--- src/rtl/gpio_port_pkg.sv ---
package gpio_port_pkg;

    // Register selected by the current bus address
    typedef enum logic [3:0] {
        SEL_NONE,
        SEL_DATA,
        SEL_DIR,
        SEL_SENSE,
        SEL_BOTH,
        SEL_EVENT,
        SEL_ENABLE,
        SEL_RAW,
        SEL_MASKED,
        SEL_CLEAR
    } reg_sel_e;

    // Word indices (byte offset >> 2) of the control registers
    localparam logic [9:0] W_DIR    = 10'h100;
    localparam logic [9:0] W_SENSE  = 10'h101;
    localparam logic [9:0] W_BOTH   = 10'h102;
    localparam logic [9:0] W_EVENT  = 10'h103;
    localparam logic [9:0] W_ENABLE = 10'h104;
    localparam logic [9:0] W_RAW    = 10'h105;
    localparam logic [9:0] W_MASKED = 10'h106;
    localparam logic [9:0] W_CLEAR  = 10'h107;

endpackage

--- src/rtl/gpio_sync.sv ---
module gpio_sync #(
    parameter int unsigned WIDTH  = 8,
    parameter int unsigned STAGES = 2
) (
    input  logic             clk,
    input  logic             rst_n,
    input  logic [WIDTH-1:0] async_i,
    output logic [WIDTH-1:0] sync_o
);
    logic [WIDTH-1:0] stage_q [STAGES];

    always_ff @(posedge clk or negedge rst_n) begin
        if (!rst_n) stage_q[0] <= '0;
        else        stage_q[0] <= async_i;
    end

    for (genvar s = 1; s < STAGES; s++) begin : g_stage
        always_ff @(posedge clk or negedge rst_n) begin
            if (!rst_n) stage_q[s] <= '0;
            else        stage_q[s] <= stage_q[s-1];
        end
    end

    assign sync_o = stage_q[STAGES-1];
endmodule

--- src/rtl/gpio_decode.sv ---
module gpio_decode
    import gpio_port_pkg::*;
#(
    parameter int unsigned PINS   = 8,
    parameter int unsigned ADDR_W = 12
) (
    input  logic [ADDR_W-1:0] addr_i,
    output reg_sel_e          sel_o,
    output logic [PINS-1:0]   mask_o
);
    localparam int unsigned WORD_W = ADDR_W - 2;
    localparam int unsigned WIN_LO = PINS + 2;

    logic [WORD_W-1:0] word;
    assign word   = addr_i[ADDR_W-1:2];
    assign mask_o = addr_i[PINS+1:2];

    always_comb begin
        sel_o = SEL_NONE;
        if (addr_i[ADDR_W-1:WIN_LO] == '0) begin
            sel_o = SEL_DATA;
        end else begin
            unique case (word)
                WORD_W'(W_DIR):    sel_o = SEL_DIR;
                WORD_W'(W_SENSE):  sel_o = SEL_SENSE;
                WORD_W'(W_BOTH):   sel_o = SEL_BOTH;
                WORD_W'(W_EVENT):  sel_o = SEL_EVENT;
                WORD_W'(W_ENABLE): sel_o = SEL_ENABLE;
                WORD_W'(W_RAW):    sel_o = SEL_RAW;
                WORD_W'(W_MASKED): sel_o = SEL_MASKED;
                WORD_W'(W_CLEAR):  sel_o = SEL_CLEAR;
                default:           sel_o = SEL_NONE;
            endcase
        end
    end
endmodule

--- src/rtl/gpio_rdmux.sv ---
module gpio_rdmux
    import gpio_port_pkg::*;
#(
    parameter int unsigned PINS = 8
) (
    input  reg_sel_e        sel_i,
    input  logic [PINS-1:0] mask_i,
    input  logic [PINS-1:0] dir_i,
    input  logic [PINS-1:0] data_i,
    input  logic [PINS-1:0] level_i,
    input  logic [PINS-1:0] sense_i,
    input  logic [PINS-1:0] both_i,
    input  logic [PINS-1:0] event_i,
    input  logic [PINS-1:0] enable_i,
    input  logic [PINS-1:0] raw_i,
    output logic [PINS-1:0] rdata_o
);
    logic [PINS-1:0] pin_view;

    // Per pin: driven value when output, sampled pad when input
    for (genvar p = 0; p < PINS; p++) begin : g_view
        assign pin_view[p] = dir_i[p] ? data_i[p] : level_i[p];
    end

    always_comb begin
        unique case (sel_i)
            SEL_DATA:   rdata_o = pin_view & mask_i;
            SEL_DIR:    rdata_o = dir_i;
            SEL_SENSE:  rdata_o = sense_i;
            SEL_BOTH:   rdata_o = both_i;
            SEL_EVENT:  rdata_o = event_i;
            SEL_ENABLE: rdata_o = enable_i;
            SEL_RAW:    rdata_o = raw_i;
            SEL_MASKED: rdata_o = raw_i & enable_i;
            default:    rdata_o = '0;
        endcase
    end
endmodule

--- src/rtl/gpio_masked_port.sv ---
module gpio_masked_port
    import gpio_port_pkg::*;
#(
    parameter int unsigned PINS   = 8,
    parameter int unsigned ADDR_W = 12
) (
    input  logic              clk,
    input  logic              rst_n,
    input  logic              psel,
    input  logic              penable,
    input  logic              pwrite,
    input  logic [ADDR_W-1:0] paddr,
    input  logic [PINS-1:0]   pwdata,
    output logic [PINS-1:0]   prdata,
    output logic              pready,
    input  logic [PINS-1:0]   pad_in,
    output logic [PINS-1:0]   pad_out,
    output logic [PINS-1:0]   pad_oe,
    output logic [PINS-1:0]   pin_level,
    output logic [PINS-1:0]   cfg_sense,
    output logic [PINS-1:0]   cfg_both,
    output logic [PINS-1:0]   cfg_event,
    output logic [PINS-1:0]   cfg_enable,
    input  logic [PINS-1:0]   raw_status,
    output logic [PINS-1:0]   irq_clear
);
    localparam int unsigned SYNC_STAGES = 2;

    typedef struct packed {
        logic [PINS-1:0] dir;
        logic [PINS-1:0] data;
        logic [PINS-1:0] sense;
        logic [PINS-1:0] both;
        logic [PINS-1:0] evt;
        logic [PINS-1:0] enable;
    } port_state_t;

    port_state_t     st_d, st_q;
    reg_sel_e        sel;
    logic [PINS-1:0] addr_mask;
    logic [PINS-1:0] level;
    logic            wr_en;
    logic [PINS-1:0] data_wmask;

    gpio_decode #(.PINS(PINS), .ADDR_W(ADDR_W)) u_decode (
        .addr_i (paddr),
        .sel_o  (sel),
        .mask_o (addr_mask)
    );

    gpio_sync #(.WIDTH(PINS), .STAGES(SYNC_STAGES)) u_sync (
        .clk     (clk),
        .rst_n   (rst_n),
        .async_i (pad_in),
        .sync_o  (level)
    );

    assign wr_en      = psel && penable && pwrite;
    // Only pins that are outputs now and selected by the address take data
    assign data_wmask = addr_mask & st_q.dir;

    always_comb begin
        st_d = st_q;
        if (wr_en) begin
            unique case (sel)
                SEL_DATA:   st_d.data   = (st_q.data & ~data_wmask) | (pwdata & data_wmask);
                SEL_DIR:    st_d.dir    = pwdata;
                SEL_SENSE:  st_d.sense  = pwdata;
                SEL_BOTH:   st_d.both   = pwdata;
                SEL_EVENT:  st_d.evt    = pwdata;
                SEL_ENABLE: st_d.enable = pwdata;
                default:    ;
            endcase
        end
    end

    always_ff @(posedge clk or negedge rst_n) begin
        if (!rst_n) st_q <= '0;
        else        st_q <= st_d;
    end

    gpio_rdmux #(.PINS(PINS)) u_rdmux (
        .sel_i    (sel),
        .mask_i   (addr_mask),
        .dir_i    (st_q.dir),
        .data_i   (st_q.data),
        .level_i  (level),
        .sense_i  (st_q.sense),
        .both_i   (st_q.both),
        .event_i  (st_q.evt),
        .enable_i (st_q.enable),
        .raw_i    (raw_status),
        .rdata_o  (prdata)
    );

    assign pready     = 1'b1;
    assign pad_out    = st_q.data;
    assign pad_oe     = st_q.dir;
    assign pin_level  = level;
    assign cfg_sense  = st_q.sense;
    assign cfg_both   = st_q.both;
    assign cfg_event  = st_q.evt;
    assign cfg_enable = st_q.enable;
    assign irq_clear  = (wr_en && sel == SEL_CLEAR) ? pwdata : '0;
endmodule

--- config.mk ---
export PLATFORM = sky130hd
export DESIGN_NAME = gpio_masked_port
export DESIGN_NICKNAME = d
export VERILOG_FILES = /design/src/rtl/gpio_port_pkg.sv /design/src/rtl/gpio_sync.sv /design/src/rtl/gpio_decode.sv /design/src/rtl/gpio_rdmux.sv /design/src/rtl/gpio_masked_port.sv
export SDC_FILE = /design/constraint.sdc
export NUM_CORES = 1
export LEC_CHECK = 0
export ABC_CLOCK_PERIOD_IN_PS = 3400
export BUFFER_PORTS_ARGS = -buffer_cell sky130_fd_sc_hd__buf_2
export CORE_ASPECT_RATIO = 0.6
export CORE_MARGIN = 2
export CORE_UTILIZATION = 38
export DETAILED_ROUTE_END_ITERATION = 6
export GPL_ROUTABILITY_DRIVEN = 0
export PLACE_DENSITY = 0.6
export SETUP_SLACK_MARGIN = 0.2
export SLEW_MARGIN = 10
export SYNTH_ARGS = -nofsm -noshare
export SYNTH_HDL_FRONTEND = slang
export SYNTH_HIERARCHICAL = 1
export SYNTH_SLANG_ARGS = --single-unit
--- constraint.sdc ---
create_clock -name clk -period 3.4 [get_ports clk]
set_input_delay 0.17 -clock clk [delete_from_list [all_inputs] [get_ports clk]]
set_output_delay 0.17 -clock clk [all_outputs]
set_load 0.02 [all_outputs]
==> results.txt, run 1 <==
- TritonCTS sink count: 64
- Hold Startpoint: pwdata[7]
* End of the worst hold path: cfg_both[7]
* Sequential cell area in the final layout: 1600 um2
- The synthesized design spends more area on one cell type than any other, namely sky130_fd_sc_hd__dfrtp_1.
- Dividing the detail-routed wire length by the instance count gives 19.4 um.
- Multi-input logic area: 1550 um2
* Flop2flop setup slack: 2180 ps
- Standard cell with the maximum stage delay on the critical path: sky130_fd_sc_hd__nor3_2
- Along the worst path, the maximum fanout reaches 17.
- After synthesis the netlist holds a flip-flop and latch count of 64.
- Via-to-Cell Ratio: 5.21
- Half-perimeter wire length after placement: a little under 7000 um
- Delay of the slowest critical-path stage: 590 ps
* Initial detailed-routing violation count: 109
* Syn Nets: 307
- Die Height: between 70 and 80 um
- In this run the horizontal extent of the chip is 125 um.
* Worst Path Class, Setup: in -> out
- Number of inserted filler cells in the final layout: just under 800
* Root buffer cell: sky130_fd_sc_hd__clkbuf_16
- The number of endpoints with negative hold slack in the final report is 0.
- Once detail routing completed, the nets flagged for antenna violations numbered 0.
- Clock tree from TritonCTS: built
* Sequential element share of the synthesized area: 0.479
- Period utilisation layout: 0.816
- The repair_antennas step left the layout with diodes totalling 0.
* Post-Synth Adder-Cell Area: 0
* RSZ-0062 raised after global routing: false
- Max-Slew Margin vs Limit: 0.365
- For the worst setup path, the data arrival time is 2600 ps.
- No sink is reached through more buffers than the 2 on the longest clock path.
* First-pass GRT wire length: 15200 um
* Maximum level of the CTS H-tree: 3
* # DRC: 0
* Simple logic cell fraction of the synthesized area: 0.152
- At the pin with the least slew margin, the transition time is 949 ps.
* Cell row count: 26
- The startpoint identified for the worst register-to-register timing path is pad_oe[5].
* Number of port buffers: 110
- Xor/xnor cell area share of the yosys netlist: 0.00262
* Multiplexer share of the synthesized area: 0.210
- Final Net Count: around 420
- On the final layout, the worst clock skew is approximately 2.2 ps.
- I/O Pins: roughly 110
- Cell Pwr Density: 445 nW/um2
* Leading cell type in the layout, fill and taps excluded: sky130_fd_sc_hd__buf_2
- Of the post-synthesis cell area, the dominant cell type holds 0.479.
- By area, the combinational part of the netlist is dominated by multiplexers.
- The final layout contains routed wiring with a total length of 9570 um.
- Synthesis instantiated 42 different standard cells from the library.
- Cell types with the largest area share after synthesis: sky130_fd_sc_hd__dfrtp_1, sky130_fd_sc_hd__mux2_2, sky130_fd_sc_hd__mux2_4, sky130_fd_sc_hd__buf_4, sky130_fd_sc_hd__nand2_1
* Synth async-reset ratio: 1.00
- Leaving out fill and tap cells, the most frequent cells in the layout are sky130_fd_sc_hd__buf_2, sky130_fd_sc_hd__dfrtp_1, sky130_fd_sc_hd__mux2_2.
- In the global route stage, overall resource usage came out at 0.209.
- The worst setup path is captured at a primary output.
- The synthesized design contains 0 enable-type register cells.
- Share of the synthesized area in compound gates (AO/OA/AOI/OAI): 0.0950
* Worst skew pair latency: 330 ps
- Synth-to-Final Area Change: 29.6%
- Time the worst path needs with I/O delays and setup: ~2800 ps
- The final-report max-slew violation count was 0.
- The tightest hold path in the finished design has a slack of 153 ps.
* Worst Path Buf+Inv: 3
* Max Cap Viol: 0
- Maximum achievable frequency: around 360 MHz
- Critical path's top delay family: simple AND/OR/NAND/NOR gates
* Final setup fails: 0
- IR analysis of the VDD net gives a maximum drop of 0.258 mV.
* Share of post-route cells with drive strength above 1: 0.537
- Critical path's most frequent cell: sky130_fd_sc_hd__buf_2
- The worst hold path was traced through 2 stages.
* Post CTS Setup Buffer Count: 0
- Largest net degree at the start of global routing: 36
- Total iterations of the first detailed-routing run: 4
- The number of global-route vias before repair came to 2570.
- Number of antenna violations at the first check in global routing: 0
- The synthesized netlist occupies a cell area of 3340 um2.
- Mean instance size in the synthesized netlist: 12.6 um2
- For this run the aggregate overflow at the end of global routing stands at 0.
- Yosys printed 6 warnings.
- Initial standard-cell utilization of the core: 0.392
- Critical path startpoint category: input pin
- Result of the run: completed
- Cells on worst reg2reg path: 3
- The most used flip-flop cell after synthesis is sky130_fd_sc_hd__dfrtp_1.
- Die footprint: about 9600 um2
* Final TNS setup: 0 ps
- Sequence of cells on the critical path: buf_2 -> or4_4 -> o22ai_1 -> buf_4 -> nand2b_4 -> nor3_2 -> a32oi_1 -> o2111ai_1 -> buf_2
- Clock-pin slew on the worst setup and hold paths: 60 ps
- CTS Buf Count: 9
- CP Data Required Time: 3230 ps
* Leak pwr: 2.31 nW
- Core outline area: 8520 um2
- Number of standard cells after synthesis: 266
* Count of vias placed by the detailed router: 2575
- Min-Delay Path Class: in -> reg
[cell usage after synthesis, drive strengths merged (2+ instances only)]
cell type  number
a21o            8
a22o            7
a22oi           7
a2bb2oi         3
a32oi           7
and2            8
buf            27
dfrtp          64
mux2           57
nand2          21
nand2b          2
nand3           5
nor2            3
nor2b           5
nor3           14
nor3b           2
nor4b           2
o2111ai         4
or3b            3
or4             2
[stage by stage]
step / std cells / instance area (um2) / power [mW] / utilization / worst slack, ps
CTS: 494 / 4340 / 1.95 / 0.509 / 650
global placement: 469 / 3910 / 0.918 / 0.459 / 645
floorplan: 266 / 3340 / 0.858 / - / 664
finish: 494 / 4340 / 1.93 / 0.509 / 626
global route: 494 / 4340 / 1.99 / 0.509 / 535
detailed placement: 469 / 3910 / 0.919 / 0.459 / 617
[routing by layer]
layer | up-vias | track usage | part of all wire
met5 | - | 0 | 0
met4 | 0 | 0.0667 | 0.0082
met2 | 120 | 0.281 | 0.41
li1 | 1194 | - | -
met1 | 1253 | 0.317 | 0.49
met3 | 8 | 0.0649 | 0.092
[cells by family (layout without fill, tap and decap cells)]
| group | after synthesis | after routing |
|---|---|---|
| simple gates | 75 | 75 |
| flops | 64 | 64 |
| mux | 58 | 58 |
| compound gates | 38 | 38 |
| buf+inv | 29 | 145 |
| other cells | 1 | 1 |
| xor+xnor | 1 | 1 |
[worst max-delay path by stage]
stage | cells after the start | slack, ps | start | endpoint
floorplan | 6 | 660 | paddr[7] | prdata[6]
global placement | 7 | 640 | paddr[7] | cfg_enable[1]
detailed placement | 7 | 620 | paddr[7] | flip-flop
CTS | 9 | 650 | paddr[7] | prdata[1]
global route | 8 | 530 | paddr[7] | irq_clear[5]
finish | 9 | 630 | paddr[7] | prdata[1]
[cell type report]
cell class / count / share of cell area
sequential: 64 / 0.369
tap: 112 / 0.0323
clock inverter: 4 / 0.0176
inverter: 1 / 0.000866
timing repair buffer: 128 / 0.163
multi-input combinational: 173 / 0.357
clock buffer: 12 / 0.0592
[repair_timing]
action / 4_1_cts / 5_1_grt
hold buffers: 9 / 0
resized for setup: 0 / 0
endpoints found under the hold margin: 42 / 0
[worst reg2reg max path: stages, from the launching register on]
cell                      delay, ps
sky130_fd_sc_hd__dfrtp_1        440
sky130_fd_sc_hd__nand2_1         70
sky130_fd_sc_hd__nor3_1         230
sky130_fd_sc_hd__mux2_2         370
[power by group]
group | internal (mW) | switching [mW] | leakage [nW]
sequential | 0.775 | 0.00756 | 0.857
clock | 0.683 | 0.335 | 0.159
combinational | 0.0490 | 0.0809 | 1.29
Note: power is estimated with default switching activity, not from simulation.
==> inputs of run 2 (changes only) <==
Settings changed: ABC_CLOCK_PERIOD_IN_PS 3400 to 2890.
Clock period 3.4 ns to 2.89 ns, I/O delays scaled along.
==> results.txt, run 2 (synthesis results as in run 1) <==
* Share of post-route cells with drive strength above 1: 0.542 (+0.00555)
* Finished Core Util: 0.512 (+0.00382)
* Number of port buffers: 110 (unchanged)
- Synth-to-Final Area Change: 30.6%
- The floorplan die area was 9590 um2 (unchanged).
- Leading cell type in the layout, fill and taps excluded: sky130_fd_sc_hd__buf_2
* Crit path capture type: primary output
* Total iterations of the first detailed-routing run: 4 (unchanged)
- The minimum hold slack is 131 ps (-21.7 ps).
- Among all stages on the critical path, the largest delay is contributed by sky130_fd_sc_hd__or4_4.
- Cell Pwr Density: 487 nW/um2 (+9.3%)
- # DRC: 0 (unchanged)
- TritonCTS sink count: 64 (unchanged)
- Post CTS Setup Buffer Count: 0 (unchanged)
- The tightest slew margin relative to the limit was 0.485 (+0.120).
- The die boundary width is 125 um (unchanged).
* Sequence of cells on the critical path: buf_2 -> or4_4 -> nor3_1 -> buf_4 -> nor4b_4 -> buf_4 -> a21o_1 -> nand2_1 -> o2111ai_1 -> buf_2
- Antenna Nets Post-Route: 0 (unchanged)
* I/O Pins: 114 (unchanged)
* Grt ovf: 0 (unchanged)
- Half-perimeter wire length after placement: 7050 um (+2.9%)
- The final instance count without filler cells came to 503 (+1.8%).
- The via total after detailed routing was 2621 (+1.8%).
- Maximum level of the CTS H-tree: 3 (unchanged)
- The post-detailed-route via-to-cell ratio is 5.21 (about the same).
- Data arrival at the endpoint of the critical path: 2410 ps (-190 ps)
- # diodes: 0 (unchanged)
- Cell row count: 26 (unchanged)
- The leakage power came to 2.33 nW (+1.1%).
* Peak fanout along the critical path: 15 (-2)
* Core outline area: 8520 um2 (unchanged)
- In the finished design, the share of the clock period the worst path needs comes to 0.886.
* Vias in the first global route: 2593 (+0.89%)
- The y dimension of the die came to 76.7 um (unchanged).
- The max-cap violation count was 0 (unchanged).
- The critical path is of the in -> out type.
* Largest net degree at the start of global routing: 34 (-5.6%)
* Clock tree from TritonCTS: built
- In this run the worst hold path is classified as in -> reg.
- The final-report max-slew violation count is 0 (unchanged).
- The number of buffers inserted during clock tree synthesis was 9 (unchanged).
* Clock-pin slew on the worst setup and hold paths: 50 ps (about the same)
* Number of antenna violations at the first check in global routing: 0 (unchanged)
- Routed wire length per instance: 19.3 um (-0.37%)
- RSZ-0062 raised after global routing: false
- The clock skew after layout is 4.13 ps (+1.98 ps).
- Worst skew pair latency: 330 ps (about the same)
- Final TNS setup: 0 ps (unchanged)
* Maximum achievable frequency: 391 MHz
* Delay of the slowest critical-path stage: 570 ps (-20 ps)
* Worst IR Drop VDD: 0.254 mV (-1.7%)
- The tree is rooted in a sky130_fd_sc_hd__clkbuf_16.
- The setup-violating endpoint count in the final report is 0 (unchanged).
- The global-route wire length before repair came to 15200 um (+0.37%).
* Initial detailed-routing violation count: 135 (+24%)
- Result of the run: completed
- The slew at the pin closest to its max-slew limit was 773 ps (-177 ps).
- STA classifies the critical path startpoint as an input pin.
- The wire length after detailed routing came to 9710 um (+1.4%).
* Placed Cells: 478 (+1.9%)
* Final Net Count: 427 (+2.2%)
- CP Data Required Time: 2750 ps (-480 ps)
- The maximum clock path buffer count was 2 (unchanged).
* Time the worst path needs with I/O delays and setup: 2560 ps
- Initial standard-cell utilization of the core: 0.392 (unchanged)
- Final Hold Fails: 0 (unchanged)
- GRT Resource Usage Total: 0.212 (+0.00245)
- Leading cell types in the layout, fill and taps excluded: sky130_fd_sc_hd__buf_2, sky130_fd_sc_hd__dfrtp_1, sky130_fd_sc_hd__mux2_2
==> run 2: per-layer routing <==
metal / global-route usage / share of wire / wire [um] / up-vias
li1: - / - / - / 1213
met1: 0.322 / 0.50 / 4840 / 1261
met2: 0.285 / 0.40 / 3900 / 135
met3: 0.0677 / 0.087 / 844 / 12
met4: 0.0578 / 0.012 / 116 / 0
met5: 0 / 0 / 0 / -
==> run 2: final cells by class <==
class | instances | area [um2]
clock buffers | 13 | 240
clock inverters | 3 | 42.5
fillers | 788 | 4160
inverters | 1 | 3.75
multi-input cells | 173 | 1550
flip-flops and latches | 64 | 1600
well taps | 112 | 140
repair buffers | 137 | 788
==> run 2: final timing paths <==
kind	startpoint	endpoint	slack, ps	cells after the start
worst max-delay path	paddr[7]	prdata[1]	330	10
worst min-delay path	pwdata[7]	cfg_both[7]	130	2
worst max register to register	pad_oe[5]	flip-flop	1680	3
worst min register to register	u_sync/stage_q[14]	u_sync/sync_o[6]	340	0
max in group asynchronous	rst_n	u_sync/stage_q[15]	1820	3
min in group asynchronous	rst_n	cfg_both[0]	440	2
==> run 2: power breakdown <==
part | internal, mW | switching (mW) | leakage (nW)
registers | 0.913 | 0.00869 | 0.857
clock network | 0.666 | 0.381 | 0.134
logic | 0.0617 | 0.0969 | 1.34
==> run 2: worst max-delay path: cells and delay by family <==
family / cells / cell delay [ps]
compound gates: 2 / 220
buf+inv: 4 / 820
simple gates: 4 / 1220
==> run 2: through the flow <==
stage	cell area, um2	setup WS [ps]	total power, mW
floorplan	3340	205	1.01
detailed placement	3990	228	1.09
global route	4370	247	2.21
CTS	4370	367	2.15
global placement	3990	262	1.08
finish	4370	331	2.13
==> run 2: repair_timing <==
item | CTS | global route
endpoints found under the setup margin | 8 | 0
hold buffers | 9 | 0
gates resized for setup | 1 | 0
endpoints found under the hold margin | 40 | 0
